`config.mk`:
```
export PLATFORM = sky130hd
export DESIGN_NAME = interleaved_fill
export DESIGN_NICKNAME = d
export VERILOG_FILES = /design/src/rtl/iv_pkg.sv /design/src/rtl/iv_bank.sv /design/src/rtl/iv_seq.sv /design/src/rtl/interleaved_fill.sv
export SDC_FILE = /design/constraint.sdc
export NUM_CORES = 2
export LEC_CHECK = 0
export BUFFER_PORTS_ARGS = -buffer_cell sky130_fd_sc_hd__buf_2
export CAP_MARGIN = 20
export CORE_MARGIN = 5
export CORE_UTILIZATION = 56
export DETAILED_ROUTE_END_ITERATION = 10
export GPL_ROUTABILITY_DRIVEN = 0
export GPL_TIMING_DRIVEN = 0
export PLACE_DENSITY = 0.72
export SLEW_MARGIN = 0
export SYNTH_ARGS = -nofsm -noshare
export SYNTH_HDL_FRONTEND = slang
export SYNTH_HIERARCHICAL = 1
export SYNTH_SLANG_ARGS = --single-unit
```
`constraint.sdc`:
```
create_clock -name clk_i -period 3.25 [get_ports clk_i]
set_clock_uncertainty 0.1 [all_clocks]
set_input_delay 0.975 -clock clk_i [delete_from_list [all_inputs] [get_ports clk_i]]
set_output_delay 0.975 -clock clk_i [all_outputs]
set_load 0.01 [all_outputs]
```
`src/rtl/iv_pkg.sv`:
```
package iv_pkg;
  typedef enum logic [1:0] {
    ST_IDLE,
    ST_ADDR,
    ST_ACC,
    ST_XFER
  } fill_state_e;
endpackage

```
`src/rtl/iv_bank.sv`:
```
module iv_bank #(
  parameter int unsigned DATA_W    = 32,
  parameter int unsigned ROW_W     = 4,
  parameter int unsigned NUM_BANKS = 4,
  parameter int unsigned BANK_ID   = 0,
  parameter logic [DATA_W-1:0] INIT_XOR = '0
) (
  input  logic              clk_i,
  input  logic              rst_ni,
  input  logic              st_en_i,
  input  logic [ROW_W-1:0]  st_row_i,
  input  logic [DATA_W-1:0] st_data_i,
  input  logic              ld_en_i,
  input  logic [ROW_W-1:0]  rd_row_i,
  output logic [DATA_W-1:0] rd_data_o
);
  localparam int unsigned ROWS = 1 << ROW_W;

  logic [DATA_W-1:0] mem_q [ROWS];

  always_ff @(posedge clk_i or negedge rst_ni) begin
    if (!rst_ni) begin
      for (int r = 0; r < ROWS; r++)
        mem_q[r] <= DATA_W'(r * NUM_BANKS + BANK_ID) ^ INIT_XOR;
    end else if (st_en_i) begin
      mem_q[st_row_i] <= st_data_i;
    end
  end

  // data-ready register, loaded when the access latency expires
  always_ff @(posedge clk_i or negedge rst_ni) begin
    if (!rst_ni)      rd_data_o <= '0;
    else if (ld_en_i) rd_data_o <= mem_q[rd_row_i];
  end
endmodule

```
`src/rtl/iv_seq.sv`:
```
module iv_seq
  import iv_pkg::*;
#(
  parameter int unsigned NUM_BANKS   = 4,
  parameter int unsigned ACCESS_LAT  = 15,
  parameter bit          SERIAL_MODE = 1'b0,
  localparam int unsigned SEL_W = $clog2(NUM_BANKS),
  localparam int unsigned CNT_W = $clog2(ACCESS_LAT + 1)
) (
  input  logic                 clk_i,
  input  logic                 rst_ni,
  input  logic                 req_fire_i,
  output logic                 busy_o,
  output logic [NUM_BANKS-1:0] load_o,
  output logic                 beat_valid_o,
  output logic [SEL_W-1:0]     beat_idx_o,
  output logic                 beat_last_o
);
  fill_state_e state_q, state_d;
  logic [CNT_W-1:0] cnt_q, cnt_d;
  logic [SEL_W-1:0] idx_q, idx_d;
  logic acc_done;

  assign acc_done     = (state_q == ST_ACC) && (cnt_q == CNT_W'(ACCESS_LAT - 1));
  assign busy_o       = (state_q != ST_IDLE);
  assign beat_valid_o = (state_q == ST_XFER);
  assign beat_idx_o   = idx_q;
  assign beat_last_o  = beat_valid_o && (idx_q == SEL_W'(NUM_BANKS - 1));

  generate
    if (SERIAL_MODE) begin : g_serial
      always_comb begin
        load_o = '0;
        load_o[idx_q] = acc_done;
      end
    end else begin : g_parallel
      assign load_o = {NUM_BANKS{acc_done}};
    end
  endgenerate

  always_comb begin
    state_d = state_q;
    cnt_d   = cnt_q;
    idx_d   = idx_q;
    unique case (state_q)
      ST_IDLE: if (req_fire_i) begin
        state_d = ST_ADDR;
        idx_d   = '0;
      end
      ST_ADDR: begin
        state_d = ST_ACC;
        cnt_d   = '0;
      end
      ST_ACC: begin
        if (acc_done) state_d = ST_XFER;
        else          cnt_d   = cnt_q + 1'b1;
      end
      ST_XFER: begin
        if (beat_last_o) begin
          state_d = ST_IDLE;
        end else begin
          idx_d = idx_q + 1'b1;
          if (SERIAL_MODE) begin
            state_d = ST_ACC;
            cnt_d   = '0;
          end
        end
      end
      default: state_d = ST_IDLE;
    endcase
  end

  always_ff @(posedge clk_i or negedge rst_ni) begin
    if (!rst_ni) begin
      state_q <= ST_IDLE;
      cnt_q   <= '0;
      idx_q   <= '0;
    end else begin
      state_q <= state_d;
      cnt_q   <= cnt_d;
      idx_q   <= idx_d;
    end
  end
endmodule

```
`src/rtl/interleaved_fill.sv`:
```
module interleaved_fill #(
  parameter int unsigned DATA_W      = 32,
  parameter int unsigned ROW_W       = 4,
  parameter int unsigned NUM_BANKS   = 4,
  parameter int unsigned ACCESS_LAT  = 15,
  parameter bit          SERIAL_MODE = 1'b0,
  parameter logic [DATA_W-1:0] INIT_XOR = 32'hC0DE_0000,
  localparam int unsigned SEL_W  = $clog2(NUM_BANKS),
  localparam int unsigned ADDR_W = ROW_W + SEL_W
) (
  input  logic              clk_i,
  input  logic              rst_ni,
  input  logic              req_valid_i,
  output logic              req_ready_o,
  input  logic [ROW_W-1:0]  req_blk_i,
  input  logic              st_en_i,
  input  logic [ADDR_W-1:0] st_addr_i,
  input  logic [DATA_W-1:0] st_data_i,
  output logic              rsp_valid_o,
  output logic [DATA_W-1:0] rsp_data_o,
  output logic              rsp_last_o
);
  logic                 busy;
  logic                 req_fire;
  logic [NUM_BANKS-1:0] load;
  logic [SEL_W-1:0]     beat_idx;
  logic [ROW_W-1:0]     blk_q;
  logic [DATA_W-1:0]    bank_rd [NUM_BANKS];

  assign req_ready_o = !busy;
  assign req_fire    = req_valid_i && req_ready_o;

  always_ff @(posedge clk_i or negedge rst_ni) begin
    if (!rst_ni)       blk_q <= '0;
    else if (req_fire) blk_q <= req_blk_i;
  end

  iv_seq #(
    .NUM_BANKS  (NUM_BANKS),
    .ACCESS_LAT (ACCESS_LAT),
    .SERIAL_MODE(SERIAL_MODE)
  ) u_seq (
    .clk_i       (clk_i),
    .rst_ni      (rst_ni),
    .req_fire_i  (req_fire),
    .busy_o      (busy),
    .load_o      (load),
    .beat_valid_o(rsp_valid_o),
    .beat_idx_o  (beat_idx),
    .beat_last_o (rsp_last_o)
  );

  for (genvar b = 0; b < NUM_BANKS; b++) begin : g_bank
    logic st_hit;
    assign st_hit = st_en_i && (st_addr_i[SEL_W-1:0] == SEL_W'(b));
    iv_bank #(
      .DATA_W   (DATA_W),
      .ROW_W    (ROW_W),
      .NUM_BANKS(NUM_BANKS),
      .BANK_ID  (b),
      .INIT_XOR (INIT_XOR)
    ) u_bank (
      .clk_i    (clk_i),
      .rst_ni   (rst_ni),
      .st_en_i  (st_hit),
      .st_row_i (st_addr_i[ADDR_W-1:SEL_W]),
      .st_data_i(st_data_i),
      .ld_en_i  (load[b]),
      .rd_row_i (blk_q),
      .rd_data_o(bank_rd[b])
    );
  end

  assign rsp_data_o = bank_rd[beat_idx];
endmodule

```
# Word-level counts from Yosys, hierarchy flattened
# Cells that the tools add are included.
[word_totals] ramBits=0 romBits=0 latch_bits=0 word_cells=141 ff_bits=2188 input_bits=46 out_inout_bits=35 mem_count=0
[classes] addsub=2 bitwise_logic=3 div_mod_pow=0 mux=30 magnitude_cmp=4 reduce_logical=17 eq_ne=13 shift=0 mul=0
[ops] operator="$bwmux W512" count=4
[ops] operator="$bmux W32 S4" count=4
[ops] operator="$mux W32" count=11
[ops] operator="$demux W32 S4" count=1
[ops] operator="$bmux W32 S2" count=1
[ops] operator="$eq A2 B2 Y1 const B" count=5
[ops] operator="$ge A5 B5 Y1 const B" count=2
[ops] operator="$mux W2" count=5
[ops] operator="$not A4 Y5" count=2
[ops] operator="$logic_and A1 B1 Y1" count=8
[ops] operator="$ne A2 B2 Y1 const B" count=4
[ops] operator="$pmux W2 S4" count=1
[ops] operator="$pmux W4 S2" count=1
[ops] operator="$reduce_and A3 Y1" count=2
[ops] operator="$reduce_bool A2 Y1" count=3
[ops] operator="$lt A5 B1 Y1 const B" count=1
[ops] operator="$add A4 B1 Y4 const B" count=1
[ops] operator="$eq A2 B1 Y1 const B" count=2
[ops] operator="$eq A4 B4 Y1 const B" count=1
[ops] operator="$logic_not A2 Y1" count=2
[ops] operator="$mux W4" count=1
[ops] operator="$pmux W2 S2" count=1
[ops] operator="$ge A3 B3 Y1 const B" count=1
[ops] operator="$not A2 Y3" count=1
[ops] operator="4 further kinds" count=4

# Logic depth before layout (Yosys ltp)
[logic_depth] ltp_word=6 depth_mapped=10 ltp_nobuf=7

# Cells and area by module
# The synthesis kept the hierarchy.
[modules_own_cells] mod="iv_bank (g_bank[1].u_bank ...)" area_per_inst_um2=24171.9 n_inst=2 cells_per_inst=1474
[modules_own_cells] mod="iv_bank (g_bank[3].u_bank)" area_per_inst_um2=24192.0 n_inst=1 cells_per_inst=1474
[modules_own_cells] mod="iv_bank (g_bank[0].u_bank)" area_per_inst_um2=24151.9 n_inst=1 cells_per_inst=1474
[modules_own_cells] mod="interleaved_fill" area_per_inst_um2=1003.5 n_inst=1 cells_per_inst=55
[modules_own_cells] mod="iv_seq" area_per_inst_um2=601.8 n_inst=1 cells_per_inst=63

# Worst setup path before layout
# OpenSTA, ideal clock, no wires.
[synth_path] path_type="input-to-reg" start="input port st_addr_i[1]" end="register g_bank[0].u_bank/mem_q[161] (netlist name)" path_slack_ns=0.431 arrival_ns=2.594 cell_stages=5 required_time_ns=3.025 n_path_buf=1 path_cell_list="nor3b_1 -> nand2_1 -> nor3_1 -> buf_2 -> mux2_2"
[synth_between] elab_chain_len=2
[synth_lines] item="from (decl)" line="interleaved_fill.sv:17" rtl="input logic [ADDR_W-1:0] st_addr_i,"
[synth_lines] item="$logic_not A2 Y1" line="interleaved_fill.sv:55" rtl="assign st_hit = st_en_i && (st_addr_i[SEL_W-1:0] == SEL_W'(b));"
[synth_lines] item="$logic_and A1 B1 Y1" line="interleaved_fill.sv:55"
[synth_lines] item="to (signal, indexed assignment)" line="iv_bank.sv:24" rtl="mem_q[r] <= DATA_W'(r * NUM_BANKS + BANK_ID) ^ INIT_XOR;"
[synth_lines] item="to (signal, indexed assignment)" line="iv_bank.sv:26" rtl="mem_q[st_row_i] <= st_data_i;"
[synth_lines] item="to (decl)" line="iv_bank.sv:19" rtl="logic [DATA_W-1:0] mem_q [ROWS];"
# Every way passes these cells.
# A chain may end at the register's enable or synchronous reset.

# Worst setup path after layout
[layout_path] start="register u_seq.idx_q[0], in the netlist u_seq/beat_idx_o[0]" end="output port rsp_data_o[24]"
[layout_between] elab_chain_len=4
[layout_lines] item="from (decl)" line="iv_seq.sv:21" rtl="logic [SEL_W-1:0] idx_q, idx_d;"
[layout_lines] item="from (signal assigned)" line="iv_seq.sv:81" rtl="idx_q <= idx_d;"
[layout_lines] item="$not A2 Y3 (not written as such)" line="interleaved_fill.sv:74" rtl="assign rsp_data_o = bank_rd[beat_idx];"
[layout_lines] item="$bmux W32 S2" line="interleaved_fill.sv:74"
[layout_lines] item="$mux W32 (not written as such) (2 in series)" line="interleaved_fill.sv:74"
[layout_lines] item="to (decl)" line="interleaved_fill.sv:20" rtl="output logic [DATA_W-1:0] rsp_data_o,"
# Every way passes these cells. The select of a mux whose other input is x is not followed.

==> impl_summary.txt <==
----------------------------------------------------
[Synthesis]
  Netlist area before placement ... 98290 um2
  Mean post-synth cell area ... 16.34 um2
  XOR/XNOR Fraction of Synth Area ... 0.00008911
  Number of distinct library cells after synthesis ... 48
  Mux cell area share after synthesis ... 0.3730
  Top-area cell type share of the netlist area ... 0.3778
  Flops & latches, synth ... 2188
  Share of synthesized area occupied by flip-flops and latches ... 0.5660
  Dominant cell by count in the synthesized netlist ... sky130_fd_sc_hd__mux2_2
  Share of synthesized flip-flops with an asynchronous set or reset ... 1.000
  Cell types with the largest area share after synthesis ... sky130_fd_sc_hd__dfrtp_1, sky130_fd_sc_hd__mux2_2, sky130_fd_sc_hd__dfstp_2, sky130_fd_sc_hd__mux4_2, sky130_fd_sc_hd__buf_2
  Number of nets produced by synthesis ... 6068
  Post-synthesis compound-gate area fraction ... 0.02029
  Synth area leader ... sky130_fd_sc_hd__dfrtp_1
  Synth top cells by count ... sky130_fd_sc_hd__mux2_2, sky130_fd_sc_hd__dfrtp_1, sky130_fd_sc_hd__dfstp_2
  Cell count after synthesis ... 6014
  Adder-Cell Fraction of Synth Area ... 0.001018
  Main combinational cell family by area after synthesis ... multiplexers
  Post-Synth Simple-Gate Area ... 0.01303
  Number of enable-type register cells in the synthesized netlist ... 0
  Most used flip-flop cell after synthesis ... sky130_fd_sc_hd__dfrtp_1
  Number of synthesis warnings ... 6

[Cells and area]
  Layout overhead on the synthesized area ... 11.90%
  Count of fill cells added during filler insertion ... 12579
  Fraction of the core area covered by cells at the end of the flow ... 0.6314
  Share of final-layout standard cells stronger than drive strength 1 ... 0.6260
  Net total in the final layout ... 6399

[Worst setup path]
  Reg2Reg Capture Point ... g_bank[2].u_bank/rd_data_o[12]
  Critical Path Source Type ... flop
  Capturing element of the worst setup path ... rsp_data_o[24]
  FF-to-FF Start ... blk_q[2]
  Type of destination of the critical path ... output port
  CP Data Arrival Time ... 2.39 ns
  Register-to-Register Path Depth ... 6
  Largest driver fanout on the critical path ... 7
  Startpoint-to-endpoint class of the critical path ... reg -> out
  Worst setup path startpoint ... u_seq/beat_idx_o[0]
  Worst EP required ... 2.17 ns
  Flop2flop setup slack ... 0.02 ns

[Floorplanning]
  Height of the die ... 429.0 um
  Starting utilization of the core area ... 0.5642
  Die outline width ... 429.0 um
  Boundary Pins ... 81
  FP Rows ... 153
  Placeable Area ... 174200 um2
  Floorplan die area ... 184000 um2

[GRT]
  Largest net degree at the start of global routing ... 178
  Antenna violations before repair ... 26
  Number of global-route vias before repair ... 59798
  Total global-route track usage ... 0.2888
  First-pass GRT wire length ... 399.6 mm
  Total overflow reported by the global router ... 0

[Routing]
  Detail Route Antenna Nets ... 0
  Number of DRC violations after detailed routing ... 0
  Router iterations before antenna repair ... 6
  M1 WL ... 112.6 mm
  Total Wirelength ... 264.9 mm
  Via count ... 56382
  Number of DRC violations after detailed-routing iteration 0 ... 4486
  Top routing layer in use ... met5
  Total length of routed met2 wires ... 125.0 mm
  Drt wl/cell ... 29.84 um
  WL met3 ... 15.02 mm
  Number of vias per cell after detailed routing ... 6.350

[Status]
  Violated checks ... setup timing
  Run status ... finished, violations left

[STA]
  Post-route setup slack ... -0.2131 ns
  Tmin final ... 3.463 ns
  Slew HR ... 0.1679
  Setup repair after global routing missed its margin ... true
  Slew @ Worst Pin ... 1.239 ns
  Upper clock frequency limit ... 288.8 MHz
  Final total negative setup slack ... -5.226 ns
  Final number of hold-violating endpoints ... 0
  Final setup vio count ... 43
  Ratio of final minimum period to clock period ... 1.066
  Number of pins exceeding their max-slew limit in the final report ... 0

[Place]
  Port bufs ... 80
  DPL Wire Length ... 183.9 mm

[Clocking]
  Clock transition at path regs ... 0.06 ns
  Clock latency at the later pin of the worst-skew pair ... 0.85 ns
  Clock Tree Root ... sky130_fd_sc_hd__clkbuf_16
  TritonCTS clock tree ... yes
  Number of CTS-inserted buffers ... 220
  Total number of H-tree levels ... 4
  Number of clock sinks ... 2188
  Buffers from clock root to sink, at most ... 3

[Min path]
  Class of the tightest hold or removal check ... in -> async

[Power and ir drop]
  Leakage power summed over all cells ... 48.58 nW
  Power density over cell area ... 735.6 nW/um2
  Worst voltage drop across the vdd grid ... 0.5069 mV

[Flow run]
  Max-cap viol count ... 0

----------------------------------------------------
==> where the power goes <==
group / total, W / switching (W) / internal (W)
registers: 0.0335 / 0.00195 / 0.0316
logic: 0.0211 / 0.0110 / 0.0101
clock network: 0.0262 / 0.0108 / 0.0154
total: 0.0809 / 0.0238 / 0.0571
==> flip-flops by register name, summed over array words and instances (netlist names) <==
signal / flops
blk_q: 4
g_bank.u_bank/mem_q: 2048
g_bank.u_bank/rd_data_o: 128
u_seq/beat_idx_o: 2
u_seq/cnt_q: 4
u_seq/state_q: 2
==> per-stage QoR <==
| stage | total power [W] | std cells | setup WS (ns) | hold WS (ns) | instance area (um2) |
|---|---|---|---|---|---|
| 3_3_place_gp | 0.05429 | 8419 | -45.85 | 0.3687 | 101600 |
| 2_1_floorplan | 0.04796 | 6014 | 0.4308 | 0.3595 | 98290 |
| 6_report | 0.08090 | 8879 | -0.2131 | 0.1228 | 110000 |
| 4_1_cts | 0.08133 | 8862 | -0.2890 | 0.1361 | 109900 |
| 5_1_grt | 0.08413 | 8870 | -0.2569 | 0.1486 | 110000 |
| 3_5_place_dp | 0.05487 | 8436 | -0.9151 | 0.3802 | 102000 |
==> kinds of logic (layout without fill, tap and decap cells) <==
| logic type | Yosys count | count (layout) |
|---|---|---|
| mux | 2725 | 2725 |
| flops | 2188 | 2188 |
| buf+inv | 557 | 1086 |
| simple gates | 269 | 269 |
| compound gates | 266 | 266 |
| fa+ha+maj | 8 | 8 |
| xor+xnor | 1 | 1 |
| other cells | 0 | 11 |
==> final cells by class <==
cell class              instances  area [um2]  area share
flip-flops and latches       2188       55640      0.5059
multi-input cells            3269       40050      0.3642
clock buffers                 345        6538     0.05944
plain buffers                 549        2616     0.02379
well taps                    2325        2909     0.02645
inverters                       8       30.03   0.0002730
diodes                         11       27.53   0.0002503
repair buffers                109        1174     0.01067
clock inverters                75        1001    0.009101
==> critical path, cell delays in order, from the launching register on <==
cell and delay (ns):
sky130_fd_sc_hd__dfrtp_1 0.36, sky130_fd_sc_hd__buf_6 0.17, sky130_fd_sc_hd__buf_12 0.16, sky130_fd_sc_hd__mux4_2 0.67, sky130_fd_sc_hd__buf_6 0.19
==> cells in the final DEF (no fill, tap or decap), types with 13 or more instances in the layout <==
master,n
sky130_fd_sc_hd__dfrtp_1,1481
sky130_fd_sc_hd__clkbuf_8,52
sky130_fd_sc_hd__clkbuf_16,223
sky130_fd_sc_hd__buf_2,321
sky130_fd_sc_hd__nand2_1,13
sky130_fd_sc_hd__mux4_2,544
sky130_fd_sc_hd__clkbuf_2,22
sky130_fd_sc_hd__o22ai_1,128
sky130_fd_sc_hd__nor2_1,154
sky130_fd_sc_hd__clkbuf_1,279
sky130_fd_sc_hd__bufinv_16,20
sky130_fd_sc_hd__nand2b_1,16
sky130_fd_sc_hd__buf_16,14
sky130_fd_sc_hd__a221oi_1,128
sky130_fd_sc_hd__dfstp_2,704
sky130_fd_sc_hd__nor3_1,26
sky130_fd_sc_hd__mux2i_1,127
sky130_fd_sc_hd__buf_4,40
sky130_fd_sc_hd__clkinv_2,33
sky130_fd_sc_hd__buf_6,33
sky130_fd_sc_hd__mux2_2,2040
==> worst min-delay path by stage <==
stage / slack, ns / end
2_1_floorplan: 0.36 / g_bank[0].u_bank/mem_q[230]
3_3_place_gp: 0.37 / g_bank[2].u_bank/mem_q[454]
3_5_place_dp: 0.38 / g_bank[1].u_bank/mem_q[454]
4_1_cts: 0.14 / g_bank[2].u_bank/mem_q[304]
5_1_grt: 0.15 / g_bank[2].u_bank/mem_q[304]
6_report: 0.12 / g_bank[2].u_bank/mem_q[304]
==> metal layers <==
| metal | vias up | GRT usage |
|---|---|---|
| met3 | 528 | 0.04976 |
| li1 | 23320 | - |
| met1 | 30860 | 0.4063 |
| met5 | - | 0 |
| met2 | 1668 | 0.4531 |
| met4 | 6 | 0.1174 |
==> what timing repair did <==
| item | in CTS | in global routing |
|---|---|---|
| setup buffers | 4 | 1 |
| setup endpoints to repair | 166 | 253 |
| hold endpoints to repair | 37 | 0 |
| hold buffers | 2 | 0 |
| gates resized for setup | 48 | 33 |
| pin swaps | 0 | 0 |
| gates cloned | 0 | 1 |
Power figures use the tool's default switching activity.
